<file path="src/rtl/ivr_pkg.sv">
package ivr_pkg;
  localparam int ADDR_W = 40;
  localparam int VEC_BYTES = 16;

  localparam logic [2:0] RG_CTRL  = 3'd0;
  localparam logic [2:0] RG_BASE  = 3'd1;
  localparam logic [2:0] RG_WBLO  = 3'd2;
  localparam logic [2:0] RG_WBHI  = 3'd3;
  localparam logic [2:0] RG_RPTR  = 3'd4;
  localparam logic [2:0] RG_WPTR  = 3'd5;
  localparam logic [2:0] RG_DBELL = 3'd6;
  localparam logic [2:0] RG_LOST  = 3'd7;

  typedef struct packed {
    logic [4:0] log2w;
    logic       rearm;
    logic       wb_en;
    logic       ovf_clr;
    logic       intr_en;
    logic       ring_en;
  } ctrl_t;

  typedef enum logic [2:0] {
    ST_IDLE, ST_W1, ST_W2, ST_W3, ST_WB
  } wr_state_t;
endpackage

</file>
<file path="src/rtl/ivr_cfg.sv">
module ivr_cfg
  import ivr_pkg::*;
#(
  parameter int PTR_W    = 18,
  parameter int LOST_W   = 16,
  parameter int DB_IDX_W = 10
) (
  input  logic                clk,
  input  logic                rst,
  input  logic                reg_we,
  input  logic                reg_re,
  input  logic [2:0]          reg_addr,
  input  logic [31:0]         reg_wdata,
  output logic [31:0]         reg_rdata,
  input  logic                db_we,
  input  logic [DB_IDX_W-1:0] db_index,
  input  logic [PTR_W-1:0]    db_data,
  input  logic [PTR_W-1:0]    wptr,
  input  logic                ovf,
  input  logic [LOST_W-1:0]   lost,
  output ctrl_t               ctrl,
  output logic [31:0]         base,
  output logic [ADDR_W-1:0]   wb_addr,
  output logic [PTR_W-1:0]    ptr_mask,
  output logic [PTR_W-1:0]    rptr,
  output logic                rptr_wr
);
  logic [29:0]         wb_lo;
  logic [7:0]          wb_hi;
  logic                db_en;
  logic [DB_IDX_W-1:0] db_idx;
  logic                db_hit;
  logic                reg_rptr_wr;
  localparam logic [PTR_W-1:0] ALIGN = ~PTR_W'(VEC_BYTES - 1);

  // Mask of byte-pointer bits inside the ring: (4 << log2w) - 1
  always_comb begin
    for (int i = 0; i < PTR_W; i++)
      ptr_mask[i] = (i < int'(ctrl.log2w) + 2);
  end

  assign wb_addr     = {wb_hi, wb_lo, 2'b00};
  assign db_hit      = db_en && db_we && (db_index == db_idx);
  assign reg_rptr_wr = !db_en && reg_we && (reg_addr == RG_RPTR);

  always_ff @(posedge clk) begin
    if (rst) begin
      ctrl   <= '0;
      base   <= '0;
      wb_lo  <= '0;
      wb_hi  <= '0;
      db_en  <= 1'b0;
      db_idx <= '0;
    end else if (reg_we) begin
      case (reg_addr)
        RG_CTRL:  ctrl   <= {reg_wdata[12:8], reg_wdata[4:0]};
        RG_BASE:  base   <= reg_wdata;
        RG_WBLO:  wb_lo  <= reg_wdata[31:2];
        RG_WBHI:  wb_hi  <= reg_wdata[7:0];
        RG_DBELL: begin
          db_en  <= reg_wdata[16];
          db_idx <= reg_wdata[DB_IDX_W-1:0];
        end
        default: ;
      endcase
    end
  end

  // Host read pointer: doorbell path or register path, never both
  always_ff @(posedge clk) begin
    if (rst) begin
      rptr    <= '0;
      rptr_wr <= 1'b0;
    end else begin
      rptr_wr <= 1'b0;
      if (!ctrl.ring_en) begin
        rptr <= '0;
      end else if (db_hit) begin
        rptr    <= db_data & ptr_mask & ALIGN;
        rptr_wr <= 1'b1;
      end else if (reg_rptr_wr) begin
        rptr    <= reg_wdata[PTR_W-1:0] & ptr_mask & ALIGN;
        rptr_wr <= 1'b1;
      end
    end
  end

  always_ff @(posedge clk) begin
    if (rst) begin
      reg_rdata <= '0;
    end else if (reg_re) begin
      case (reg_addr)
        RG_CTRL:  reg_rdata <= {19'b0, ctrl.log2w, 3'b0, ctrl.rearm, ctrl.wb_en,
                                ctrl.ovf_clr, ctrl.intr_en, ctrl.ring_en};
        RG_BASE:  reg_rdata <= base;
        RG_WBLO:  reg_rdata <= {wb_lo, 2'b00};
        RG_WBHI:  reg_rdata <= {24'b0, wb_hi};
        RG_RPTR:  reg_rdata <= 32'(rptr);
        RG_WPTR:  reg_rdata <= {ovf, 31'(wptr)};
        RG_DBELL: reg_rdata <= 32'(db_idx) | (32'(db_en) << 16);
        default:  reg_rdata <= 32'(lost);
      endcase
    end
  end

  a_r7_rptr_zero_off: assert property (@(posedge clk) disable iff (rst)
    !ctrl.ring_en |=> (rptr == '0));

  a_r8_reg_rptr_ignored: assert property (@(posedge clk) disable iff (rst)
    (db_en && ctrl.ring_en && reg_we && reg_addr == RG_RPTR && !db_hit) |=> $stable(rptr));
endmodule

</file>
<file path="src/rtl/ivr_writer.sv">
module ivr_writer
  import ivr_pkg::*;
#(
  parameter int PTR_W  = 18,
  parameter int LOST_W = 16
) (
  input  logic              clk,
  input  logic              rst,
  input  logic              ring_en,
  input  logic              active,
  input  logic              ovf_clr,
  input  logic              wb_en,
  input  logic [PTR_W-1:0]  ptr_mask,
  input  logic [PTR_W-1:0]  rptr,
  input  logic [31:0]       base,
  input  logic [ADDR_W-1:0] wb_addr,
  input  logic              ev_valid,
  output logic              ev_ready,
  input  logic [7:0]        ev_src,
  input  logic [27:0]       ev_data,
  input  logic [7:0]        ev_ring,
  input  logic [7:0]        ev_vm,
  input  logic [15:0]       ev_pasid,
  output logic              mem_we,
  output logic [ADDR_W-1:0] mem_addr,
  output logic [31:0]       mem_wdata,
  output logic              busy,
  output logic [PTR_W-1:0]  wptr,
  output logic              ovf,
  output logic [LOST_W-1:0] lost,
  output logic              commit
);
  wr_state_t         state;
  logic [31:0]       hold1, hold2;
  logic [PTR_W-1:0]  nxt;
  logic              full, accept, store, drop;
  logic [ADDR_W-1:0] slot;

  assign ev_ready = (state == ST_IDLE);
  assign busy     = (state != ST_IDLE);
  assign accept   = ev_valid && ev_ready;
  assign nxt      = (wptr + PTR_W'(VEC_BYTES)) & ptr_mask;
  assign full     = (nxt == rptr);
  assign store    = accept && active && !full;
  assign drop     = accept && active && full;
  assign slot     = {base, 8'h00} + ADDR_W'(wptr);

  always_ff @(posedge clk) begin
    if (rst) begin
      state     <= ST_IDLE;
      wptr      <= '0;
      ovf       <= 1'b0;
      lost      <= '0;
      commit    <= 1'b0;
      mem_we    <= 1'b0;
      mem_addr  <= '0;
      mem_wdata <= '0;
      hold1     <= '0;
      hold2     <= '0;
    end else begin
      commit <= 1'b0;
      mem_we <= 1'b0;
      if (!ring_en) begin
        state <= ST_IDLE;
        wptr  <= '0;
        ovf   <= 1'b0;
      end else begin
        case (state)
          ST_IDLE: begin
            if (store) begin
              mem_we    <= 1'b1;
              mem_addr  <= slot;
              mem_wdata <= {24'b0, ev_src};
              hold1     <= {4'b0, ev_data};
              hold2     <= {ev_pasid, ev_vm, ev_ring};
              state     <= ST_W1;
            end else if (drop) begin
              ovf  <= 1'b1;
              lost <= lost + 1'b1;
              if (wb_en) state <= ST_WB;
            end
          end
          ST_W1: begin
            mem_we    <= 1'b1;
            mem_addr  <= slot + ADDR_W'(4);
            mem_wdata <= hold1;
            state     <= ST_W2;
          end
          ST_W2: begin
            mem_we    <= 1'b1;
            mem_addr  <= slot + ADDR_W'(8);
            mem_wdata <= hold2;
            state     <= ST_W3;
          end
          ST_W3: begin
            mem_we    <= 1'b1;
            mem_addr  <= slot + ADDR_W'(12);
            mem_wdata <= '0;
            wptr      <= nxt;
            commit    <= 1'b1;
            state     <= wb_en ? ST_WB : ST_IDLE;
          end
          ST_WB: begin
            mem_we    <= 1'b1;
            mem_addr  <= wb_addr;
            mem_wdata <= {ovf, 31'(wptr)};
            state     <= ST_IDLE;
          end
          default: state <= ST_IDLE;
        endcase
        if (ovf_clr) ovf <= 1'b0;
      end
    end
  end

  a_r3_wptr_aligned: assert property (@(posedge clk) disable iff (rst)
    wptr[3:0] == 4'd0);

  a_r4_drop_holds_wptr: assert property (@(posedge clk) disable iff (rst)
    drop |=> $stable(wptr));

  a_r5_clear_holds: assert property (@(posedge clk) disable iff (rst)
    (ring_en && ovf_clr) |=> !ovf);

  a_r7_wptr_zero_off: assert property (@(posedge clk) disable iff (rst)
    !ring_en |=> (wptr == '0 && !ovf));

  a_r2_first_word_out: assert property (@(posedge clk) disable iff (rst)
    (state == ST_W1) |-> mem_we);
endmodule

</file>
<file path="src/rtl/ivr_producer.sv">
module ivr_producer
  import ivr_pkg::*;
#(
  parameter int PTR_W    = 18,
  parameter int LOST_W   = 16,
  parameter int DB_IDX_W = 10
) (
  input  logic                clk,
  input  logic                rst,
  input  logic                ev_valid,
  output logic                ev_ready,
  input  logic [7:0]          ev_src,
  input  logic [27:0]         ev_data,
  input  logic [7:0]          ev_ring,
  input  logic [7:0]          ev_vm,
  input  logic [15:0]         ev_pasid,
  input  logic                reg_we,
  input  logic                reg_re,
  input  logic [2:0]          reg_addr,
  input  logic [31:0]         reg_wdata,
  output logic [31:0]         reg_rdata,
  input  logic                db_we,
  input  logic [DB_IDX_W-1:0] db_index,
  input  logic [PTR_W-1:0]    db_data,
  output logic                mem_we,
  output logic [ADDR_W-1:0]   mem_addr,
  output logic [31:0]         mem_wdata,
  output logic                busy,
  output logic                irq
);
  ctrl_t               ctrl;
  logic [31:0]         base;
  logic [ADDR_W-1:0]   wb_addr;
  logic [PTR_W-1:0]    ptr_mask, rptr, wptr;
  logic                rptr_wr, ovf, commit, active, pend;
  logic [LOST_W-1:0]   lost;

  assign active = ctrl.ring_en && ctrl.intr_en;
  assign pend   = (rptr != wptr);

  ivr_cfg #(.PTR_W(PTR_W), .LOST_W(LOST_W), .DB_IDX_W(DB_IDX_W)) u_cfg (
    .clk(clk), .rst(rst),
    .reg_we(reg_we), .reg_re(reg_re), .reg_addr(reg_addr),
    .reg_wdata(reg_wdata), .reg_rdata(reg_rdata),
    .db_we(db_we), .db_index(db_index), .db_data(db_data),
    .wptr(wptr), .ovf(ovf), .lost(lost),
    .ctrl(ctrl), .base(base), .wb_addr(wb_addr), .ptr_mask(ptr_mask),
    .rptr(rptr), .rptr_wr(rptr_wr)
  );

  ivr_writer #(.PTR_W(PTR_W), .LOST_W(LOST_W)) u_wr (
    .clk(clk), .rst(rst),
    .ring_en(ctrl.ring_en), .active(active), .ovf_clr(ctrl.ovf_clr),
    .wb_en(ctrl.wb_en), .ptr_mask(ptr_mask), .rptr(rptr),
    .base(base), .wb_addr(wb_addr),
    .ev_valid(ev_valid), .ev_ready(ev_ready),
    .ev_src(ev_src), .ev_data(ev_data), .ev_ring(ev_ring),
    .ev_vm(ev_vm), .ev_pasid(ev_pasid),
    .mem_we(mem_we), .mem_addr(mem_addr), .mem_wdata(mem_wdata),
    .busy(busy), .wptr(wptr), .ovf(ovf), .lost(lost), .commit(commit)
  );

  // Level while work is pending, or single pulses in re-arm mode
  always_ff @(posedge clk) begin
    if (rst) irq <= 1'b0;
    else if (ctrl.rearm) irq <= active && pend && (commit || rptr_wr);
    else irq <= active && pend;
  end

  a_r9_quiet_when_off: assert property (@(posedge clk) disable iff (rst)
    !active |=> !irq);
endmodule

</file>
<file path="config.mk">
export PLATFORM = sky130hd
export DESIGN_NAME = ivr_producer
export DESIGN_NICKNAME = d
export VERILOG_FILES = /design/src/rtl/ivr_pkg.sv /design/src/rtl/ivr_cfg.sv /design/src/rtl/ivr_writer.sv /design/src/rtl/ivr_producer.sv
export SDC_FILE = /design/constraint.sdc
export NUM_CORES = 1
export LEC_CHECK = 0
export ABC_AREA = 1
export BUFFER_PORTS_ARGS = -buffer_cell sky130_fd_sc_hd__buf_2
export CAP_MARGIN = 20
export CELL_PAD_IN_SITES_DETAIL_PLACEMENT = 0
export CELL_PAD_IN_SITES_GLOBAL_PLACEMENT = 1
export CORE_MARGIN = 1.5
export CORE_UTILIZATION = 45
export CTS_BUF_LIST = sky130_fd_sc_hd__clkbuf_8
export DETAILED_ROUTE_END_ITERATION = 10
export GPL_TIMING_DRIVEN = 0
export PLACE_DENSITY_LB_ADDON = 0.1
export SYNTH_ARGS = -nofsm -noshare
export SYNTH_HDL_FRONTEND = slang
export SYNTH_HIERARCHICAL = 1
export SYNTH_SLANG_ARGS = --single-unit
</file>
<file path="constraint.sdc">
create_clock -name clk -period 9.3 [get_ports clk]
set_input_delay 1.86 -clock clk [delete_from_list [all_inputs] [get_ports clk]]
set_output_delay 1.86 -clock clk [all_outputs]
set_load 0.005 [all_outputs]
</file>
# Yosys cells after proc, flatten, opt, wreduce, memory -nomap -nowiden
# Index checks and enable logic that the tools add are counted.
# word_totals
elab_cells	122
in_bits	137
ff_bits	311
# classes
n_reduce_logical	32
n_eq_ne	16
n_lt_le_gt_ge	18
muxes	18
add_sub_neg	7
bitwise	6
# ops
op	n
5-bit by 32-bit < comparator with 1-bit output (first input constant)	8
32-bit one-hot mux with 7 select lines	1
40-bit one-hot mux with 5 select lines	1
32-bit one-hot mux with 5 select lines	1
4-bit by 32-bit < comparator with 1-bit output (first input constant)	4
40-bit by 4-bit adder with 40-bit output (second input constant)	2
3-bit by 32-bit < comparator with 1-bit output (first input constant)	2
6-bit by 32-bit < comparator with 1-bit output (first input constant)	2
18-bit bitwise AND	3
40-bit by 18-bit adder with 40-bit output	1
40-bit by 3-bit adder with 40-bit output (second input constant)	1
40-bit two-way mux	1
18-bit two-way mux	2
2-bit by 32-bit < comparator with 1-bit output (first input constant)	1
32-bit two-way mux	1
18-bit by 5-bit adder with 18-bit output (second input constant)	1
18-bit equality test	1
18-bit != test	1
10-bit by 17-bit OR with 17-bit output	1
16-bit by 1-bit adder with 16-bit output (second input constant)	1
3-bit by 2-bit equality test with 1-bit output (second input constant)	4
3-bit equality test (second input constant)	4
3-bit two-way mux	4
3-bit one-hot mux with 4 select lines	1
other kinds (22)	48

# Logic depth before layout (Yosys ltp)
# Gate-level depths: netlist of the first run.
# logic_depth
ltp_word	8
mapped_depth	22
mapped_depth_nobuf	21

# Modules after synthesis
# The synthesis of the first run kept the hierarchy.
# by_module_without_submodules
module	cells_per_inst	n_inst	area_per_inst_um2
ivr_writer	1888	1	11547.3
ivr_cfg	934	1	6475.0
ivr_producer	93	1	394.1

# Least setup slack after synthesis of the first run
# No wires, ideal clock.
# synth_path
kind	in2reg
from	input port reg_addr[2]
to	register u_cfg.wb_lo[22]
arrival_ns	2.929
t_required_ns	9.168
cell_stages	8
path_slack_ns	6.238
path_buffers	2
path_cell_list	buf_2 nor3_4 inv_2 nor2_4 inv_2 buf_2 nand2_1 a21oi_1
# synth_via
elab_chain_len	2
# synth_rtl
element	line_no	source
from (decl)	ivr_producer.sv:19	input logic [2:0] reg_addr,
3-bit by 2-bit equality test with 1-bit output	ivr_cfg.sv:55	case (reg_addr)
2-bit AND reduction (no source line)	--	
to (signal assigned)	ivr_cfg.sv:58	RG_WBLO: wb_lo <= reg_wdata[31:2];
to (decl)	ivr_cfg.sv:28	logic [29:0] wb_lo;
# No other way between the ends.
# A chain may end at the register's enable or synchronous reset.

# Final worst setup path of the first run
# layout_path
from	register u_wr.state[2]
to	register u_wr.mem_addr[25]
# layout_via
elab_chain_len	6
word_cells_on_any_way	12
classes_between	5 x eq/ne; 1 x mux; 6 x reduce/logical
# layout_rtl
element	line_no	source
from (decl)	ivr_writer.sv:33	wr_state_t state;
from (signal assigned)	ivr_writer.sv:101	state <= wb_en ? ST_WB : ST_IDLE;
3-bit logical NOT	ivr_writer.sv:39, ivr_writer.sv:68	
1-bit logical AND	ivr_writer.sv:41	assign accept = ev_valid && ev_ready;
1-bit logical AND (2 in a row)	ivr_writer.sv:44	assign store = accept && active && !full;
2-bit != test (no source line)	--	
3-bit AND reduction (no source line)	--	
to (signal assigned)	ivr_writer.sv:72	mem_addr <= slot;
to (signal assigned)	ivr_writer.sv:85	mem_addr <= slot + ADDR_W'(4);
to (signal assigned)	ivr_writer.sv:91	mem_addr <= slot + ADDR_W'(8);
to (decl)	ivr_writer.sv:25	output logic [ADDR_W-1:0] mem_addr,
# Several ways; a longest one is shown, not always the timed one.

==> impl_metrics.py, run 1 <==
metrics = {
    "cts": {
        "post_cts_buffers": 0,
        "cts_resized": 0,
        "clkLatencyLatePin_ns": 0.67,
        "cts_num_sinks": 311,
        "path_clk_slew_ns": 0.06,
        "cts_tree": "done",
        "clock-root-buffer": "clkbuf_8",
        "cts_buffer_depth": 3,
        "numCtsBuffers": 53,
        "htreeDepth": 2,
        "postCtsHoldBufs": 0,
    },
    "final_layout": {
        "drive_gt1_share_pct": 14.30,
        "fin_cells": 3777,
        "postLayoutCellArea_mm2": 0.02148,
        "num-nets-final": 3366,
        "syn_to_final_growth_pct": 16.63,
        "antenna_cells": 0,
    },
    "route": {
        "drc": 0,
        "drt-total-wl_um": 80140,
        "vias": 21470,
        "viasPerCell": 5.683,
        "routedWlPerCell_um": 21.22,
        "drt_iter0_markers": 2225,
        "ant_nets": 0,
        "dr.pass1.iters": 7,
    },
    "global_routing": {
        "track_usage_pct": 37.43,
        "grt_pass1_vias": 19870,
        "grt_max_degree": 15,
        "grt-ovfl-total": 0,
        "grt_pass1_wl_um": 118300,
        "antenna_found_initial": 0,
    },
    "placed_design": {
        "place_inst": 3681,
        "place.gp.congestion": 1.028,
        "dp_slack_ns": 4.841,
        "place_area_mm2": 0.02027,
        "port_buffers": 236,
        "hpwlAfterDp_um": 64090,
    },
    "floorplan": {
        "dieArea_mm2": 0.04215,
        "core-area_mm2": 0.04010,
        "fp.dieW_um": 205.3,
        "core.rowCount": 73,
        "pin_count": 245,
        "start_util_pct": 45.93,
        "die_h_um": 205.3,
    },
    "setup_path": {
        "critPathCaptureType": "flip-flop",
        "criticalPathCategory": "flip-flop to flip-flop",
        "r2r_start": "u_wr/state[2]",
        "crit_slowest_cell": "nor4_1",
        "required_ns": 9.89,
        "critPathArrivalTime_ns": 5.25,
        "crit_family": "simple AND/OR/NAND/NOR gates",
        "worst_setup_path_start_kind": "flip-flop",
        "cp-startpoint": "u_wr/state[2]",
        "critical_path_buf_inv_count": 6,
        "worstPathMaxFanout": 11,
        "crit_path_cell_trace": "inv_1 -> nand2_1 -> clkbuf_1 -> nor2_1 -> clkbuf_1 -> clkbuf_1 -> ha_1 -> a21oi_1 -> nor2_1 -> inv_1 -> nor2_1 -> inv_1 -> nor4_1 -> nand2_1 -> nand2_1 -> nand2_1 -> o21ai_1 -> nor2_1 -> a21oi_1",
        "slowest_delay_ns": 0.67,
    },
    "timing": {
        "setup_viol": 0,
        "worstMarginPinSlew_ns": 1.109,
        "skew_ns": 0.03595,
        "period_needed_ns": 4.666,
        "slew_headroom_pct": 26.09,
        "report.final.slew_viol_count": 0,
        "grt_setup_unrepaired": "false",
        "fin_ws_ns": 4.634,
        "finalCritPeriodShare_pct": 50.17,
        "hold_viol_final": 0,
        "max_freq_mhz": 214.3,
        "finalSetupTns_ns": 0,
    },
    "logic_synthesis": {
        "synth_top_area_share_pct": 33.81,
        "syn_avg_cell_area_um2": 6.318,
        "synthTopCellsByArea": "dfxtp_1, nand2_1, nor2_1",
        "ys_top_cells_by_count": "nand2_1, nor2_1, dfxtp_1, inv_1, nand3_1",
        "async_reset_ff_share_pct": 0,
        "syn-instance-count": 2915,
        "yosysMostFrequentCell": "nand2_1",
        "yosys.area.top_type": "dfxtp_1",
        "synth_seq_cells": 311,
        "ys.flop_type": "dfxtp_1",
        "synth_warnings": 6,
        "post_synth_num_cell_types": 61,
        "synth-seq-area-share_pct": 33.81,
        "synth_area_mm2": 0.01842,
        "synth_edf_count": 0,
    },
    "pwr": {
        "power.total_w": 0.002988,
        "vdd_drop_max_mv": 0.09559,
        "power_density_mw_per_mm2": 139.1,
        "p_leak_nw": 9.030,
    },
    "job": {
        "maxCapViolCount": 0,
    },
    "run_status": {
        "outcome": "completed",
    },
    "worst_hold_path": {
        "hold_path_startpoint": "u_wr/hold1[5]",
        "hold_class": "flip-flop to flip-flop",
    },
}
registers in the layout, summed over array words and instances, names as in the netlist, 3 cells and up:
register and flops:
u_cfg/base 32, u_cfg/ctrl 10, u_cfg/db_idx 10, u_cfg/reg_rdata 32, u_cfg/rptr 14, u_cfg/wb_hi 8, u_cfg/wb_lo 30, u_wr/hold1 28
u_wr/hold2 32, u_wr/lost 16, u_wr/mem_addr 40, u_wr/mem_wdata 32, u_wr/state 3, u_wr/wptr 18
where the power goes:
group	switching, W	internal [W]	leakage [nW]	total [W]
Combinational	0.000142	0.0000629	5.85	0.000205
Clock	0.000609	0.000807	0.670	0.00142
Sequential	0.0000192	0.00135	2.51	0.00137
Total	0.000771	0.00222	9.03	0.00299
layout by cell type (no fill, tap or decap), types with 5 or more instances in the layout:
master / Yosys / layout
a211oi_1: 59 / 59
a21oi_1: 204 / 204
a21oi_2: 27 / 27
a221oi_1: 17 / 17
a22o_1: 17 / 17
a22oi_1: 7 / 7
buf_1: 6 / 6
buf_2: 36 / 272
buf_4: 11 / 11
bufinv_16: 0 / 6
clkbuf_1: 76 / 76
clkbuf_8: 0 / 66
clkinv_1: 5 / 5
clkinv_2: 0 / 6
conb_1: 1 / 6
dfxtp_1: 311 / 311
ha_1: 16 / 16
inv_1: 304 / 319
inv_2: 10 / 10
nand2_1: 807 / 807
nand2_2: 11 / 11
nand3_1: 233 / 233
nand3b_1: 9 / 9
nand4_1: 33 / 33
nor2_1: 352 / 352
nor2_2: 7 / 7
nor2_4: 5 / 5
nor3_1: 27 / 27
nor3_2: 5 / 5
o211ai_1: 10 / 10
o21ai_0: 150 / 150
o21ai_1: 42 / 42
o22ai_1: 23 / 23
or2_2: 16 / 16
xnor2_1: 18 / 18
xor2_1: 9 / 9
kinds of logic after synthesis:
family	Yosys count	synth area share, %
AO/OA/AOI/OAI	582	18.75
XOR/XNOR	27	1.284
adder cells (fa/ha/maj)	18	1.304
buffers and inverters	456	10.17
flip-flops	311	33.81
multiplexers	1	0.05435
other	1	0.02036
AND/OR/NAND/NOR	1519	34.61
per-layer routing:
metal / GRT usage, % / up-vias / part of all wire, %
met5: 0 / - / 0
met4: 21.95 / 0 / 6.0
met3: 5.116 / 226 / 8.3
met2: 58.43 / 1077 / 44
met1: 49.32 / 10020 / 42
li1: - / 10140 / -
cell type report:
type                            count  area, µm²
Clock inverter                     30      297.8
Tap cell                          525      656.9
Clock buffer                       66      908.4
Timing Repair Buffer              236       1181
Sequential cell                   311       6226
Multi-Input combinational cell   2153      10340
Buffer                            136      669.4
Inverter                          320       1204
Fill cell                        4177      18620
metrics by stage:
step                hold slack [ns]  utilization [%]
finish                       0.4573            53.57
global route                 0.4720            53.57
CTS                          0.4547            53.57
detailed placement           0.4452            50.56
global placement             0.4398            50.56
floorplan                    0.3996                -
final timing paths:
kind                                     endpoint  slack, ns  cells past startpoint
worst max register to register  u_wr/mem_addr[25]       4.63                     19
worst min register to register      u_wr/hold1[5]       0.46                      2
worst max-delay path            u_wr/mem_addr[25]       4.63                     19
worst min-delay path                u_wr/hold1[5]       0.46                      2
worst reg2reg max path: stages, from the launching register on:
cell and delay (ns):
dfxtp_1 0.32, inv_1 0.07, nand2_1 0.07, clkbuf_1 0.28, nor2_1 0.25, clkbuf_1 0.51
clkbuf_1 0.58, ha_1 0.26, a21oi_1 0.07, nor2_1 0.42, inv_1 0.14, nor2_1 0.20
inv_1 0.09, nor4_1 0.67, nand2_1 0.19, nand2_1 0.10, nand2_1 0.05, o21ai_1 0.16
nor2_1 0.07, a21oi_1 0.11
(Power assumes the default switching activity.)
==> inputs of run 2 (changes only) <==
Settings changed: CORE_UTILIZATION 45 to 38.
Clock period 9.3 ns to 4.1 ns, I/O delays scaled along.
==> impl_metrics.py, run 2 (synthesis results as in run 1) <==
metrics = {
    "floorplan": {
        "core-area_mm2": 0.04775,
        "pin_count": 245,
        "fp.dieW_um": 223.1,
        "core.rowCount": 80,
        "start_util_pct": 38.57,
        "die_h_um": 223.1,
        "dieArea_mm2": 0.04979,
    },
    "setup_path": {
        "r2r_start": "u_wr/state[1]",
        "crit_slowest_cell": "clkinv_1",
        "rr_worst_depth": 9,
        "worstPathMaxFanout": 10,
        "reg2reg_slack_ns": 0.20,
        "r2r_end": "u_wr/mem_addr[27]",
        "slowest_delay_ns": 0.75,
        "required_ns": 4.65,
        "critPathArrivalTime_ns": 4.45,
        "crit_path_cell_trace": "inv_1 -> nor3_1 -> clkinv_1 -> nand2_1 -> clkbuf_1 -> clkbuf_1 -> a31oi_1 -> nor3_1 -> nor2_1",
        "criticalPathCategory": "flip-flop to flip-flop",
        "critPathCaptureType": "flip-flop",
        "worst_setup_path_start_kind": "flip-flop",
    },
    "timing": {
        "finalCritPeriodShare_pct": 95.18,
        "worstMarginPinSlew_ns": 0.9676,
        "grt_setup_unrepaired": "false",
        "whs_ns": 0.4257,
        "report.final.slew_viol_count": 0,
        "period_needed_ns": 3.902,
        "setup_viol": 0,
        "slew_headroom_pct": 35.00,
        "hold_viol_final": 0,
        "skew_ns": 0.04378,
        "fin_ws_ns": 0.1975,
        "finalSetupTns_ns": 0,
        "max_freq_mhz": 256.2,
    },
    "cts": {
        "htreeDepth": 2,
        "clock-root-buffer": "clkbuf_8",
        "clkLatencyLatePin_ns": 0.68,
        "numCtsBuffers": 57,
        "cts_buffer_depth": 3,
        "cts_num_sinks": 311,
        "cts_tree": "done",
        "path_clk_slew_ns": 0.06,
    },
    "route": {
        "routedWlPerCell_um": 21.77,
        "viasPerCell": 5.467,
        "drc": 0,
        "vias": 21210,
        "drt_iter0_markers": 2048,
        "ant_nets": 0,
        "drt-total-wl_um": 84450,
        "dr.pass1.iters": 6,
    },
    "pwr": {
        "vdd_drop_max_mv": 0.2031,
        "power_density_mw_per_mm2": 307.7,
        "p_leak_nw": 9.072,
        "power.total_w": 0.006656,
    },
    "worst_hold_path": {
        "hold_class": "primary input to flip-flop",
        "holdPathStages": 3,
        "hold_path_startpoint": "ev_pasid[3]",
        "whs_endpoint": "u_wr/hold2[19]",
    },
    "final_layout": {
        "mostFrequentLayoutCell": "nand2_1",
        "multi_input_area_mm2": 0.01036,
        "drive_gt1_share_pct": 14.74,
        "num-nets-final": 3373,
        "finish.utilization_pct": 45.30,
        "n_fill_cell": 5162,
        "mostFrequentLayoutCells": "nand2_1, nor2_1, inv_1",
        "largest_reg_flops": 40,
        "regMostFlops": "u_wr/mem_addr",
        "syn_to_final_growth_pct": 17.45,
        "seq_area_mm2": 0.006230,
    },
    "placed_design": {
        "place.gp.congestion": 1.003,
        "port_buffers": 236,
        "dp_slack_ns": -0.2929,
        "hpwlAfterDp_um": 67440,
    },
    "run_status": {
        "outcome": "completed",
    },
    "global_routing": {
        "grt_pass1_wl_um": 124200,
        "track_usage_pct": 33.34,
        "grt-ovfl-total": 0,
        "grt_max_degree": 16,
        "grt_pass1_vias": 19990,
        "antenna_found_initial": 1,
    },
    "job": {
        "maxCapViolCount": 0,
    },
}
run 2: what timing repair did:
item / in CTS / in global routing
setup buffers: 0 / 3
setup endpoints to repair: 9 / 34
hold buffers: 0 / 0
resized for setup: 3 / 9
pin swaps: 0 / 2
run 2: how the worst max path moves through the flow:
stage	start	to	cells past startpoint
floorplan	u_wr/state[2]	u_wr/mem_addr[25]	19
global placement	u_wr/state[2]	u_wr/mem_addr[25]	19
detailed placement	u_wr/state[2]	u_wr/mem_addr[25]	19
CTS	u_wr/wptr[8]	u_wr/mem_addr[28]	16
global route	u_wr/wptr[8]	u_wr/mem_addr[28]	16
finish	u_wr/state[1]	u_wr/mem_addr[27]	9
run 2: final cells by class:
| class | count | area share (%) |
|---|---|---|
| clock inverters | 30 | 0.7693 |
| inverters | 320 | 5.565 |
| repair buffers | 239 | 5.565 |
| multi-input cells | 2153 | 47.91 |
| clock buffers | 74 | 4.708 |
| plain buffers | 136 | 3.112 |
| well taps | 615 | 3.557 |
| diodes | 1 | 0.01157 |
| flip-flops and latches | 311 | 28.80 |
run 2: per-layer routing:
metal	part of all wire (%)	up-vias	track usage, %
met1	45	10090	44.73
met4	4.8	0	15.16
met2	45	796	53.61
met3	5.9	169	3.964
li1	-	10150	-
met5	0	-	0
run 2: power by group:
group	switching (W)	total, W	internal (W)
Clock	0.00141	0.00309	0.00168
Combinational	0.000323	0.000465	0.000143
Sequential	0.0000481	0.00310	0.00306
Total	0.00178	0.00666	0.00488
run 2: critical path: cells and delay by family, from the launching register on:
kind                   cells  cell delay, ns
buffers and inverters      4            1.79
and+or+nand+nor            4            1.45
AOI/OAI and AO/OA          1            0.18
DFF                        1            0.36
run 2: stage by stage:
| stage | cell area, µm² | cells |
|---|---|---|
| global route | 21630 | 3878 |
| finish | 21630 | 3879 |
| global placement | 20390 | 3771 |
| floorplan | 18440 | 2920 |
| CTS | 21580 | 3875 |
| detailed placement | 20390 | 3771 |
==> inputs of run 3 (changes only) <==
Settings changed: REMOVE_ABC_BUFFERS from default to 1.
==> impl_metrics.py, run 3 (synthesis results as in run 1) <==
metrics = {
    "final_layout": {
        "mostFrequentLayoutCell": "nand2_1",
        "fin_cells": 3780,
        "syn_to_final_growth_pct": 18.30,
        "regMostFlops": "u_wr/mem_addr",
        "num-nets-final": 3272,
        "mostFrequentLayoutCells": "nand2_1, nor2_1, inv_1",
        "largest_reg_flops": 40,
        "drive_gt1_share_pct": 14.89,
    },
    "route": {
        "drt_iter0_markers": 1570,
        "vias": 20130,
        "routedWlPerCell_um": 19.62,
        "drc": 0,
        "dr.pass1.iters": 6,
        "ant_nets": 0,
        "drt-total-wl_um": 74170,
        "viasPerCell": 5.324,
    },
    "placed_design": {
        "port_buffers": 240,
        "place.gp.congestion": 0.9127,
        "hpwlAfterDp_um": 55270,
        "place_inst": 3657,
    },
    "pwr": {
        "comb_power_share_pct": 6.2,
        "power_density_mw_per_mm2": 325.7,
        "swShare_pct": 25.48,
        "p_sw_w": 0.001808,
        "p_clk_share_pct": 50.1,
        "p_seq_share_pct": 43.7,
        "p_leak_nw": 9.019,
        "p_int_w": 0.005288,
        "vdd_drop_max_mv": 0.2797,
    },
    "setup_path": {
        "crit_slowest_cell": "nand2_1",
        "rr_worst_depth": 15,
        "r2r_end": "u_wr/mem_wdata[6]",
        "criticalPathCategory": "flip-flop to flip-flop",
        "crit_path_cell_trace": "inv_1 -> nand2_1 -> clkinvlp_4 -> buf_16 -> nor2_1 -> nand2_1 -> buf_16 -> clkinvlp_4 -> buf_4 -> a21oi_4 -> buf_4 -> buf_16 -> buf_16 -> o21ai_0 -> a21oi_1",
        "slowest_delay_ns": 0.52,
        "reg2reg_slack_ns": 0.15,
        "worstPathMaxFanout": 27,
        "r2r_start": "u_wr/state[2]",
        "required_ns": 4.63,
        "cp-startpoint": "u_wr/state[2]",
        "critPathCaptureType": "flip-flop",
        "crit_top_cell": "buf_16",
        "critPathArrivalTime_ns": 4.48,
        "worst_setup_path_start_kind": "flip-flop",
    },
    "global_routing": {
        "grt_max_degree": 102,
        "track_usage_pct": 29.07,
        "grt_pass1_vias": 18710,
        "grt_pass1_wl_um": 111500,
        "antenna_found_initial": 1,
        "grt-ovfl-total": 0,
    },
    "timing": {
        "hold_viol_final": 0,
        "skew_ns": 0.07549,
        "slew_headroom_pct": 32.42,
        "setup_viol": 0,
        "grt_setup_unrepaired": "false",
        "report.final.slew_viol_count": 0,
        "finalCritPeriodShare_pct": 96.26,
        "max_freq_mhz": 253.4,
        "worstMarginPinSlew_ns": 1.014,
        "finalSetupTns_ns": 0,
        "period_needed_ns": 3.946,
    },
    "cts": {
        "cts_tree": "done",
        "cts_num_sinks": 311,
        "path_clk_slew_ns": 0.06,
        "cts_buffer_depth": 3,
        "clkLatencyLatePin_ns": 0.72,
        "numCtsBuffers": 60,
        "htreeDepth": 2,
        "clock-root-buffer": "clkbuf_8",
    },
    "worst_hold_path": {
        "whs_endpoint": "u_cfg/db_en",
        "holdPathStages": 3,
        "hold_path_startpoint": "reg_wdata[16]",
        "hold_class": "primary input to flip-flop",
    },
    "run_status": {
        "outcome": "completed",
    },
    "floorplan": {
        "die_h_um": 223.1,
        "core.rowCount": 80,
        "dieArea_mm2": 0.04979,
        "core-area_mm2": 0.04775,
        "pin_count": 245,
        "start_util_pct": 38.57,
        "fp.dieW_um": 223.1,
    },
    "job": {
        "maxCapViolCount": 0,
    },
}
## run 3: cell count changes in the layout (fill, tap and decap cells not counted), moves of 4 or more
cell	change
buf_2	-33
buf_4	-6
buf_1	-6
clkbuf_8	+9
clkbuf_1	-73
bufinv_16	+4
inv_1	-6
buf_16	+12
## run 3: through the flow
step	total power, W	utilization (%)	worst slack, ns	hold WS [ns]	area [µm²]
after floorplan	0.003343	-	-3.275	0.3996	17770
after global placement	0.003581	41.34	-11.32	0.4400	19740
after detailed placement	0.003599	42.22	-0.9063	0.4443	20160
after CTS	0.007154	45.28	0.02245	0.3630	21620
after global routing	0.007345	45.63	0.003157	0.3751	21790
final	0.007095	45.63	0.1535	0.3996	21790
## run 3: repair_timing
item | CTS | global route
hold buffers | 0 | 0
pin swaps | 1 | 0
cloned | 1 | 1
setup buffers | 4 | 4
gates resized for setup | 8 | 11
endpoints found under the setup margin | 116 | 95
## run 3: final cells by class
cell class | instances | area (µm²)
repair buffers | 269 | 1730
diodes | 1 | 2.502
fillers | 5152 | 25960
well taps | 615 | 769.5
multi-input cells | 2154 | 10440
clock buffers | 82 | 1129
clock inverters | 27 | 255.2
repair inverters | 1 | 5.005
inverters | 320 | 1226
flip-flops and latches | 311 | 6230
## run 3: layer usage
metal | vias to the layer above | track usage [%] | wire length [µm]
met5 | - | 0 | 0
met3 | 152 | 3.991 | 4059
li1 | 9961 | - | -
met2 | 620 | 49.05 | 34950
met4 | 0 | 12.20 | 3183
met1 | 9392 | 37.18 | 31980
## run 3: worst max path at each step
stage | endpoint | slack (ns) | cells after the start
5_1_grt | u_wr/mem_wdata[2] | 0.003 | 15
4_1_cts | u_wr/mem_addr[23] | 0.02 | 14
3_3_place_gp | u_wr/mem_addr[17] | -11.32 | 9
2_1_floorplan | u_wr/mem_addr[16] | -3.27 | 9
6_report | u_wr/mem_wdata[6] | 0.15 | 15
3_5_place_dp | u_wr/mem_addr[36] | -0.91 | 13
## run 3: power by group through the flow
stage	registers, W	clock network, W	logic [W]
after global routing	0.00310	0.00376	0.000483
after global placement	0.00316	0	0.000417
after CTS	0.00310	0.00362	0.000436
after detailed placement	0.00316	0	0.000434
after floorplan	0.00315	0	0.000198
final	0.00310	0.00355	0.000442
## run 3: worst max-delay path: cells and delay by family (launching register included)
family	cells	cell delay, ns
compound gates	3	0.28
flops	1	0.40
simple gates	3	1.31
buf+inv	9	1.76
